==> src/rtl/rp_err_collector.sv <==
module rp_err_collector #(
  parameter int SRC_W = 16,
  parameter int NUM_W = 5
) (
  input  logic             clk,
  input  logic             rst_n,
  input  logic             msg_valid,
  input  logic [1:0]       msg_sev,
  input  logic [SRC_W-1:0] msg_src,
  input  logic             cmd_we,
  input  logic [2:0]       cmd_wdata,
  input  logic             sts_we,
  input  logic [6:0]       sts_wdata,
  input  logic             msi_mode,
  input  logic             num_we,
  input  logic [NUM_W-1:0] num_wdata,
  output logic [2:0]       root_cmd,
  output logic [6:0]       root_sts,
  output logic [NUM_W-1:0] int_num,
  output logic [SRC_W-1:0] src_cor,
  output logic [SRC_W-1:0] src_uncor,
  output logic             irq
);
  localparam int F_COR   = 0;
  localparam int F_MCOR  = 1;
  localparam int F_UNC   = 2;
  localparam int F_MUNC  = 3;
  localparam int F_FIRST = 4;
  localparam int F_NFAT  = 5;
  localparam int F_FAT   = 6;
  localparam logic [1:0] SEV_COR = 2'd0, SEV_NFAT = 2'd1, SEV_FAT = 2'd2;

  logic [6:0]       sts_mid, sts_nxt;
  logic [2:0]       cmd_nxt;
  logic [SRC_W-1:0] cor_nxt, unc_nxt;
  logic             pend_mid, pend_nxt, pend_q, pulse_q;

  function automatic logic pending(input logic [6:0] s, input logic [2:0] c);
    return (s[F_COR] & c[0]) | (s[F_NFAT] & c[1]) | (s[F_FAT] & c[2]);
  endfunction

  always_comb begin
    sts_mid = root_sts & ~(sts_we ? sts_wdata : 7'd0);
    sts_nxt = sts_mid;
    cmd_nxt = cmd_we ? cmd_wdata : root_cmd;
    cor_nxt = src_cor;
    unc_nxt = src_uncor;
    if (msg_valid && msg_sev == SEV_COR) begin
      if (sts_mid[F_COR]) sts_nxt[F_MCOR] = 1'b1;
      else                cor_nxt = msg_src;
      sts_nxt[F_COR] = 1'b1;
    end
    if (msg_valid && (msg_sev == SEV_NFAT || msg_sev == SEV_FAT)) begin
      if (msg_sev == SEV_FAT) begin
        if (!sts_mid[F_UNC]) sts_nxt[F_FIRST] = 1'b1;
        sts_nxt[F_FAT] = 1'b1;
      end else begin
        sts_nxt[F_NFAT] = 1'b1;
      end
      if (sts_mid[F_UNC]) sts_nxt[F_MUNC] = 1'b1;
      else                unc_nxt = msg_src;
      sts_nxt[F_UNC] = 1'b1;
    end
  end

  assign pend_mid = pending(sts_mid, root_cmd);
  assign pend_nxt = pending(sts_nxt, cmd_nxt);

  always_ff @(posedge clk) begin
    if (!rst_n) begin
      root_cmd  <= '0;
      root_sts  <= '0;
      int_num   <= '0;
      src_cor   <= '0;
      src_uncor <= '0;
      pend_q    <= 1'b0;
      pulse_q   <= 1'b0;
    end else begin
      root_cmd  <= cmd_nxt;
      root_sts  <= sts_nxt;
      src_cor   <= cor_nxt;
      src_uncor <= unc_nxt;
      pend_q    <= pend_nxt;
      pulse_q   <= msi_mode && !pend_mid && pend_nxt;
      if (num_we) int_num <= num_wdata;
    end
  end

  assign irq = msi_mode ? pulse_q : pend_q;

  assert_src_cor_hold_R2: assert property (@(posedge clk) disable iff (!rst_n)
    (root_sts[F_COR] && !(sts_we && sts_wdata[F_COR])) |=> $stable(src_cor));

  assert_src_unc_hold_R3: assert property (@(posedge clk) disable iff (!rst_n)
    (root_sts[F_UNC] && !(sts_we && sts_wdata[F_UNC])) |=> $stable(src_uncor));

  assert_no_first_fatal_R4: assert property (@(posedge clk) disable iff (!rst_n)
    (msg_valid && msg_sev == SEV_FAT && root_sts[F_UNC] && !root_sts[F_FIRST] && !sts_we)
      |=> !root_sts[F_FIRST]);

  assert_w1c_clears_R5: assert property (@(posedge clk) disable iff (!rst_n)
    (sts_we && sts_wdata[F_FAT] && !(msg_valid && msg_sev == SEV_FAT)) |=> !root_sts[F_FAT]);

  assert_pulse_has_pending_R7: assert property (@(posedge clk) disable iff (!rst_n)
    pulse_q |-> pend_q);

  assert_ignored_sev_R10: assert property (@(posedge clk) disable iff (!rst_n)
    (msg_valid && msg_sev == 2'd3 && !sts_we && !cmd_we) |=> $stable(root_sts));
endmodule

==> config.mk <==
export PLATFORM = sky130hd
export DESIGN_NAME = rp_err_collector
export DESIGN_NICKNAME = d
export VERILOG_FILES = /design/src/rtl/rp_err_collector.sv
export SDC_FILE = /design/constraint.sdc
export NUM_CORES = 1
export LEC_CHECK = 0
export BUFFER_PORTS_ARGS = -buffer_cell sky130_fd_sc_hd__buf_2
export CORE_UTILIZATION = 50
export CTS_BUF_LIST = sky130_fd_sc_hd__clkbuf_8
export DETAILED_ROUTE_END_ITERATION = 8
export PLACE_DENSITY = 0.83
export SLEW_MARGIN = 20
export SYNTH_ARGS = -nofsm -noshare
export SYNTH_HDL_FRONTEND = slang
export SYNTH_SLANG_ARGS = --single-unit
==> constraint.sdc <==
create_clock -name clk -period 2.3 [get_ports clk]
set_input_delay 0.23 -clock clk [delete_from_list [all_inputs] [get_ports clk]]
set_output_delay 0.23 -clock clk [all_outputs]
set_load 0.01 [all_outputs]
==> results of run 1 <==
-- tightest hold or removal path: stages --
cell,delay (ns)
buf_2,0.08
mux2i_1,0.05
nor2_1,0.07
-- per-layer routing --
metal / routed length [µm] / vias up
met2: 1920 / 63
met4: 48 / 0
li1: - / 814
met1: 1800 / 740
met5: 0 / -
met3: 252 / 6
-- final cells by class --
| cell class | instances | share of cell area (%) |
|---|---|---|
| clock buffers | 6 | 3.38 |
| clock inverters | 2 | 1.54 |
| inverters | 4 | 0.615 |
| multi-input cells | 132 | 33.8 |
| flip-flops and latches | 49 | 40.2 |
| well taps | 46 | 2.36 |
| repair buffers | 88 | 18.1 |
-- how the worst min path moves through the flow --
stage            startpoint  slack (ns)           end
2_1_floorplan         rst_n        0.35   root_cmd[1]
3_3_place_gp   src_uncor[6]        0.44  src_uncor[6]
3_5_place_dp   src_uncor[4]        0.45  src_uncor[4]
4_1_cts        num_wdata[3]        0.17    int_num[3]
5_1_grt               rst_n        0.17   root_cmd[1]
6_report       num_wdata[1]        0.18    int_num[1]
-- through the flow --
stage / cells / hold WS [ns] / cell area, µm² / worst slack [ns] / total power [mW]
after floorplan: 196 / 0.352 / 1890 / 0.901 / 1.07
after global placement: 319 / 0.438 / 2320 / 0.667 / 1.15
after detailed placement: 319 / 0.446 / 2320 / 0.606 / 1.16
after CTS: 327 / 0.171 / 2440 / 0.811 / 1.77
after global routing: 327 / 0.168 / 2440 / 0.667 / 1.84
final: 327 / 0.176 / 2440 / 0.810 / 1.76
-- synthesized netlist by cell type, types with 2 or more instances --
cell type,instances,area (µm²)
clkbuf_1,4,15.0
mux2_2,2,22.5
a32oi_1,2,17.5
a21oi_1,16,80.1
dfxtp_1,49,981
a21boi_0,2,15.0
buf_1,2,7.51
inv_1,4,15.0
nand2_1,36,135
nor2_1,30,113
a21oi_2,3,26.3
buf_6,3,33.8
ha_1,2,25.0
nand2_2,2,12.5
mux2i_1,23,230
-- cell families (layout without fill, tap and decap cells) --
family | after synthesis | count (layout) | share of synthesized area (%)
and+or+nand+nor | 74 | 74 | 16.8
adders and majority gates | 2 | 2 | 1.33
DFF | 49 | 49 | 52.0
muxes | 25 | 25 | 13.4
buffers and inverters | 15 | 100 | 4.31
AOI/OAI and AO/OA | 31 | 31 | 12.2
-- where the power goes --
group          switching, mW  internal [mW]
clock network          0.265          0.353
logic                  0.129         0.0993
registers             0.0206          0.889
total                  0.415           1.34
-- flip-flops by register name, summed over array words and instances, names as in the netlist --
| signal | cells |
|---|---|
| root_sts | 7 |
| pend_q | 1 |
| src_cor | 16 |
| root_cmd | 3 |
| src_uncor | 16 |
| pulse_q | 1 |
| int_num | 5 |
==> results by group, run 1 <==
Status
  – Outcome: complete, no violations

Clocking
  – Post-CTS resize count: 0
  – Clock sinks: 49
  – Root buffer cell: clkbuf_8
  – Inserted Clock Buffers: 5
  – Clk buf depth: 2
  – Worst-path clk slew: 0.08 ns
  – Post-cts hold buffer count: 0
  – Setup Fix Bufs, Post-CTS: 0
  – Clk_lat worst skew: a little under 0.3 ns
  – CTS tree: done
  – H-tree depth: 2

Timing
  – Crit path time final: between 1 and 1.5 ns
  – Count of final setup violators: 0
  – Setup_tns: 0 ns
  – Final Skew: 0.00686 ns
  – Max Slew Vio Count: 0
  – Fmax achieved: 671 MHz
  – Tcrit/Tclk final: 64.8%
  – Relative slew slack: 60.1%
  – RSZ-0062 raised after global routing: no
  – Final hold vios: 0
  – Worst Tran Pin Value: 0.598 ns

Routing
  – Residual DRC count: 0
  – DRT antenna net count: 0
  – TritonRoute pass-1 iters: 4
  – Vias: 1623
  – Vias per inst: 4.96
  – Drt wl/cell: 12.3 µm
  – Routed WL: 4020 µm
  – Initial DRC count: approximately 110

Power
  – Leak Pwr: 1.16 nW
  – Power Density: 719 nW/µm²
  – Max rail drop VDD: 466 µV

Floorplanning
  – Starting Density: approximately 54%
  – Die width: 63.5 µm
  – Total I/O pin count: between 80 and 90
  – Placeable Area: 3470 µm²
  – DIE AREA: just over 4000 µm²
  – Std-Cell Rows: 21
  – Die H: around 63 µm

Synthesis
  – Post-synth EDFFs: 0
  – Seq/Total Area, Yosys: 52.0%
  – Warnings from Yosys: 0
  – Syn Nets: 238
  – Gate Count Post-Synth: 196
  – Mean area per synthesized cell: 9.63 µm²
  – Synthesized area: 1890 µm²
  – Async SR Flop Fraction: 0%
  – Synth cell types: 31
  – Flops & latches, synth: 49
  – Post-synth top flop: dfxtp_1

Worst setup path
  – Largest stage delay on the critical path: 0.53 ns
  – Worst-path maximum fanout: 16
  – Capturing point of the worst reg2reg path: src_uncor[6]
  – Slowest cell on crit path: or2_1
  – CP top delay family: simple AND/OR/NAND/NOR gates
  – Worst Setup SP: root_sts[2]
  – CP Buf/Inv Count: 0
  – WP data required: about 2.5 ns
  – Worst setup path class: register to register
  – Worst path arrival time: 1.70 ns
  – R2R Setup Slk: 0.81 ns
  – Crit. End Element: register
  – Worst path cell trace: a21boi_2, or2_1, nand2_1, a21oi_1
  – CP Capture Point: src_uncor[6]
  – WP depth: 4
  – Reg-to-Reg Start: root_sts[2]
  – Critical path launch point type: register
  – Worst-case reg-to-reg path depth: 4

GRT
  – First-pass GRT wire length: 6710 µm
  – Met1 Use GR: 27.2%
  – Largest net degree at the start of global routing: 34
  – Met2 Use GR: 34.4%
  – GRT Util Overall: 21.2%
  – Grt total ovfl: 0
  – Vias in the first global route: 1517
  – Met3 Usage GRT: 4.89%
  – Initial antenna violation count: 0
  – Most used routing layer: met2

Final layout
  – Fill count: 306
  – Commonest non-fill, non-tap cells in the layout: buf_2 (87), dfxtp_1 (49), nand2_1 (36), nor2_1 (30), mux2i_1 (23)
  – Area of the multi-input gates: 826 µm²
  – Layout cells sized above 1: 38.8%
  – Reg area: 981 µm²
  – N_diodes: 0
  – Nets: 322
  – Most common cell after layout, fill and taps aside: buf_2
  – Layout Utilization: 70.4%
  – Area delta synth->final: 29.4%

Flow run
  – Max-Cap Viols: 0

Placed design
  – Buffers on Ports: slightly below 90
  – Gpl congestion: 0.787
  – Post-DP HPWL: ~2800 µm

Worst hold path
  – Hold-critical path depth: 3
  – Hold crit path type: input pin to register
No activity file was read; power rests on OpenSTA's default activity.
==> run 2: changes to the inputs <==
ABC_AREA = 1   (was unset)
CORE_UTILIZATION = 47   (was 50)
PLACE_DENSITY = 0.79   (was 0.83)
clock period = 1.55 ns   (was 2.3 ns; I/O delays follow)
==> results by group, run 2 <==
Timing
  – Count of final setup violators: 0 (unchanged)
  – Fmax achieved: 881 MHz
  – Crit path time final: 1.13 ns
  – Final hold vios: 0 (unchanged)
  – Tcrit/Tclk final: 73.2%
  – Final Skew: 0.00350 ns (-0.00336 ns)
  – WHS: 0.0819 ns (-0.0943 ns)
  – Max Slew Vio Count: 0 (unchanged)
  – Worst Tran Pin Value: 0.282 ns (-0.317 ns)
  – Relative slew slack: 81.2% (+21 points)
  – Setup_tns: 0 ns (unchanged)
  – RSZ-0062 raised after global routing: no
  – Final setup margin: 0.415 ns (-0.395 ns)

Synthesis
  – Seq/Total Area, Yosys: 52.9% (+0.95 points)
  – Synthesized area: 1850 µm² (-1.8%)
  – Area contributors post-synth: dfxtp_1 (53%), nor2_1 (16%), o21ai_0 (8.9%)
  – Share of the synthesized area in the top cell type: 52.9% (+0.95 points)
  – Mean area per synthesized cell: 7.73 µm² (-20%)
  – Warnings from Yosys: 0 (unchanged)
  – Synth cell types: 20 (-35%)
  – Synth cell count leaders: nor2_1 (77), dfxtp_1 (49), o21ai_0 (33)
  – Post-synth top flop: dfxtp_1
  – Post-synth EDFFs: 0 (unchanged)
  – Largest area contributor in the netlist: dfxtp_1
  – Async SR Flop Fraction: 0% (unchanged)
  – Gate Count Post-Synth: 240 (+22%)
  – Flops & latches, synth: 49 (unchanged)
  – Syn Nets: 282 (+18%)
  – Most common cell in the netlist: nor2_1

Floorplanning
  – Starting Density: 49.9% (-4.5 points)
  – DIE AREA: 4200 µm² (+4.3%)
  – Die width: 64.8 µm (+2.1%)
  – Die H: 64.8 µm (+2.1%)
  – Std-Cell Rows: 22 (+4.8%)
  – Total I/O pin count: 88 (unchanged)
  – Placeable Area: 3720 µm² (+7.1%)

Routing
  – Initial DRC count: 64 (-41%)
  – Residual DRC count: 0 (unchanged)
  – Routed WL: 4270 µm (+6.1%)
  – Drt wl/cell: 11.3 µm (-8.2%)
  – TritonRoute pass-1 iters: 4 (unchanged)
  – Vias per inst: 4.77 (-3.9%)
  – Vias: 1803 (+11%)
  – DRT antenna net count: 0 (unchanged)

Clocking
  – Inserted Clock Buffers: 5 (unchanged)
  – Clock sinks: 49 (unchanged)
  – Worst-path clk slew: 0.08 ns (about the same)
  – H-tree depth: 2 (unchanged)
  – Post-cts hold buffer count: 0 (unchanged)
  – Setup Fix Bufs, Post-CTS: 0 (unchanged)
  – Root buffer cell: clkbuf_8
  – CTS tree: done
  – Clk_lat worst skew: 0.29 ns (about the same)
  – Clk buf depth: 2 (unchanged)
  – Post-CTS resize count: 0 (unchanged)

Final layout
  – Largest registers: src_cor x16, src_uncor x16, root_sts x7
  – Most common cell after layout, fill and taps aside: buf_2
  – Nets: 371 (+15%)
  – N_diodes: 0 (unchanged)
  – Layout cells sized above 1: 31.2% (-7.6 points)
  – Commonest non-fill, non-tap cells in the layout: buf_2 (87), nor2_1 (77), dfxtp_1 (49), o21ai_0 (33), nand2_1 (30)
  – Area delta synth->final: 29.1%

Power
  – Power Density: 1020 nW/µm² (+42%)
  – Pint: 1.79 mW (+34%)
  – Clk network pwr share: 28.1% (-7.1 points)
  – Reg power frac: 56.6% (+4.8 points)
  – Net Sw Power: 642 µW (+55%)
  – Leak Pwr: 1.30 nW (+12%)
  – Max rail drop VDD: 629 µV (+35%)
  – Combinational power share: 15.3% (+2.3 points)
  – Sw Ratio: 26.4% (+2.7 points)

Worst setup path
  – Critical path launch point type: register
  – Worst setup path class: register to primary output
  – Worst Setup SP: pulse_q
  – Worst path arrival time: 0.98 ns (-0.72 ns)
  – Worst-path maximum fanout: 1 (-15)
  – Crit. End Element: primary output
  – Reg-to-Reg Start: root_sts[0]
  – WP data required: 1.39 ns (-1.12 ns)

GRT
  – GRT Util Overall: 21.9% (+0.67 points)
  – Initial antenna violation count: 0 (unchanged)
  – Largest net degree at the start of global routing: 26 (-24%)
  – First-pass GRT wire length: 7140 µm (+6.4%)
  – Vias in the first global route: 1704 (+12%)
  – Grt total ovfl: 0 (unchanged)

Worst hold path
  – HP Start: num_wdata[3]
  – Hold crit path type: input pin to register

Placed design
  – Worst slack, placed: 0.146 ns (-0.460 ns)
  – Buffers on Ports: 87 (unchanged)
  – Gpl congestion: 0.840 (+6.7%)
  – Post-DP HPWL: 3170 µm (+11%)

Status
  – Outcome: complete, no violations

Flow run
  – Max-Cap Viols: 0 (unchanged)
[run 2: cell count changes after synthesis, sizes merged, moves of 3 or more]
| cell | delta |
|---|---|
| a21boi | -4 |
| nand3 | +5 |
| a21oi | -11 |
| inv | +11 |
| nor2 | +47 |
| nand2 | -7 |
| o21ai | +39 |
| clkbuf | -3 |
| mux2i | -23 |
[run 2: worst paths after layout]
path | cells past startpoint | slack (ns) | to
hold reg to reg | 2 | 0.47 | root_sts[3]
setup / recovery | 2 | 0.42 | irq
hold / removal | 3 | 0.08 | int_num[3]
setup reg to reg | 6 | 0.43 | src_cor[5]
[run 2: power by group through the flow]
stage               registers (mW)  clock network, mW  logic (mW)
floorplan                     1.44                  0       0.169
global placement              1.41                  0       0.367
detailed placement            1.41                  0       0.375
CTS                           1.38              0.704       0.377
global route                  1.39              0.756       0.421
finish                        1.38              0.684       0.373
[run 2: cells by family after synthesis]
| kind of cell | after synthesis | synth area share, % |
|---|---|---|
| simple gates | 117 | 26.1 |
| flops | 49 | 52.9 |
| compound gates | 47 | 12.7 |
| buf+inv | 24 | 6.34 |
| fa+ha+maj | 2 | 1.35 |
| mux | 1 | 0.607 |
[run 2: final cells by class]
class / instances / area, µm²
timing repair buffer: 90 / 458
sequential: 49 / 981
inverter: 16 / 60.1
multi-input combinational: 167 / 756
fill: 369 / 1320
clock inverter: 3 / 11.3
tap: 48 / 60.1
clock buffer: 5 / 68.8
[run 2: worst max-delay path, stage by stage, from the launching register on]
cell,delay (ns)
dfxtp_1,0.30
mux2_2,0.25
buf_2,0.14
[run 2: per-layer routing]
metal | up-vias | part of all wire, % | GRT usage (%)
li1 | 934 | - | -
met1 | 802 | 46 | 25.3
met2 | 59 | 47 | 38.8
met3 | 8 | 5.8 | 4.23
met4 | 0 | 1.4 | 9.44
met5 | - | 0 | 0
[run 2: metrics by stage]
step	power, mW	cells	area, µm²	utilization, %
CTS	2.46	378	2390	64.4
floorplan	1.61	240	1850	-
detailed placement	1.78	370	2310	62.3
global route	2.57	378	2390	64.4
finish	2.44	378	2390	64.4
global placement	1.78	370	2310	62.3
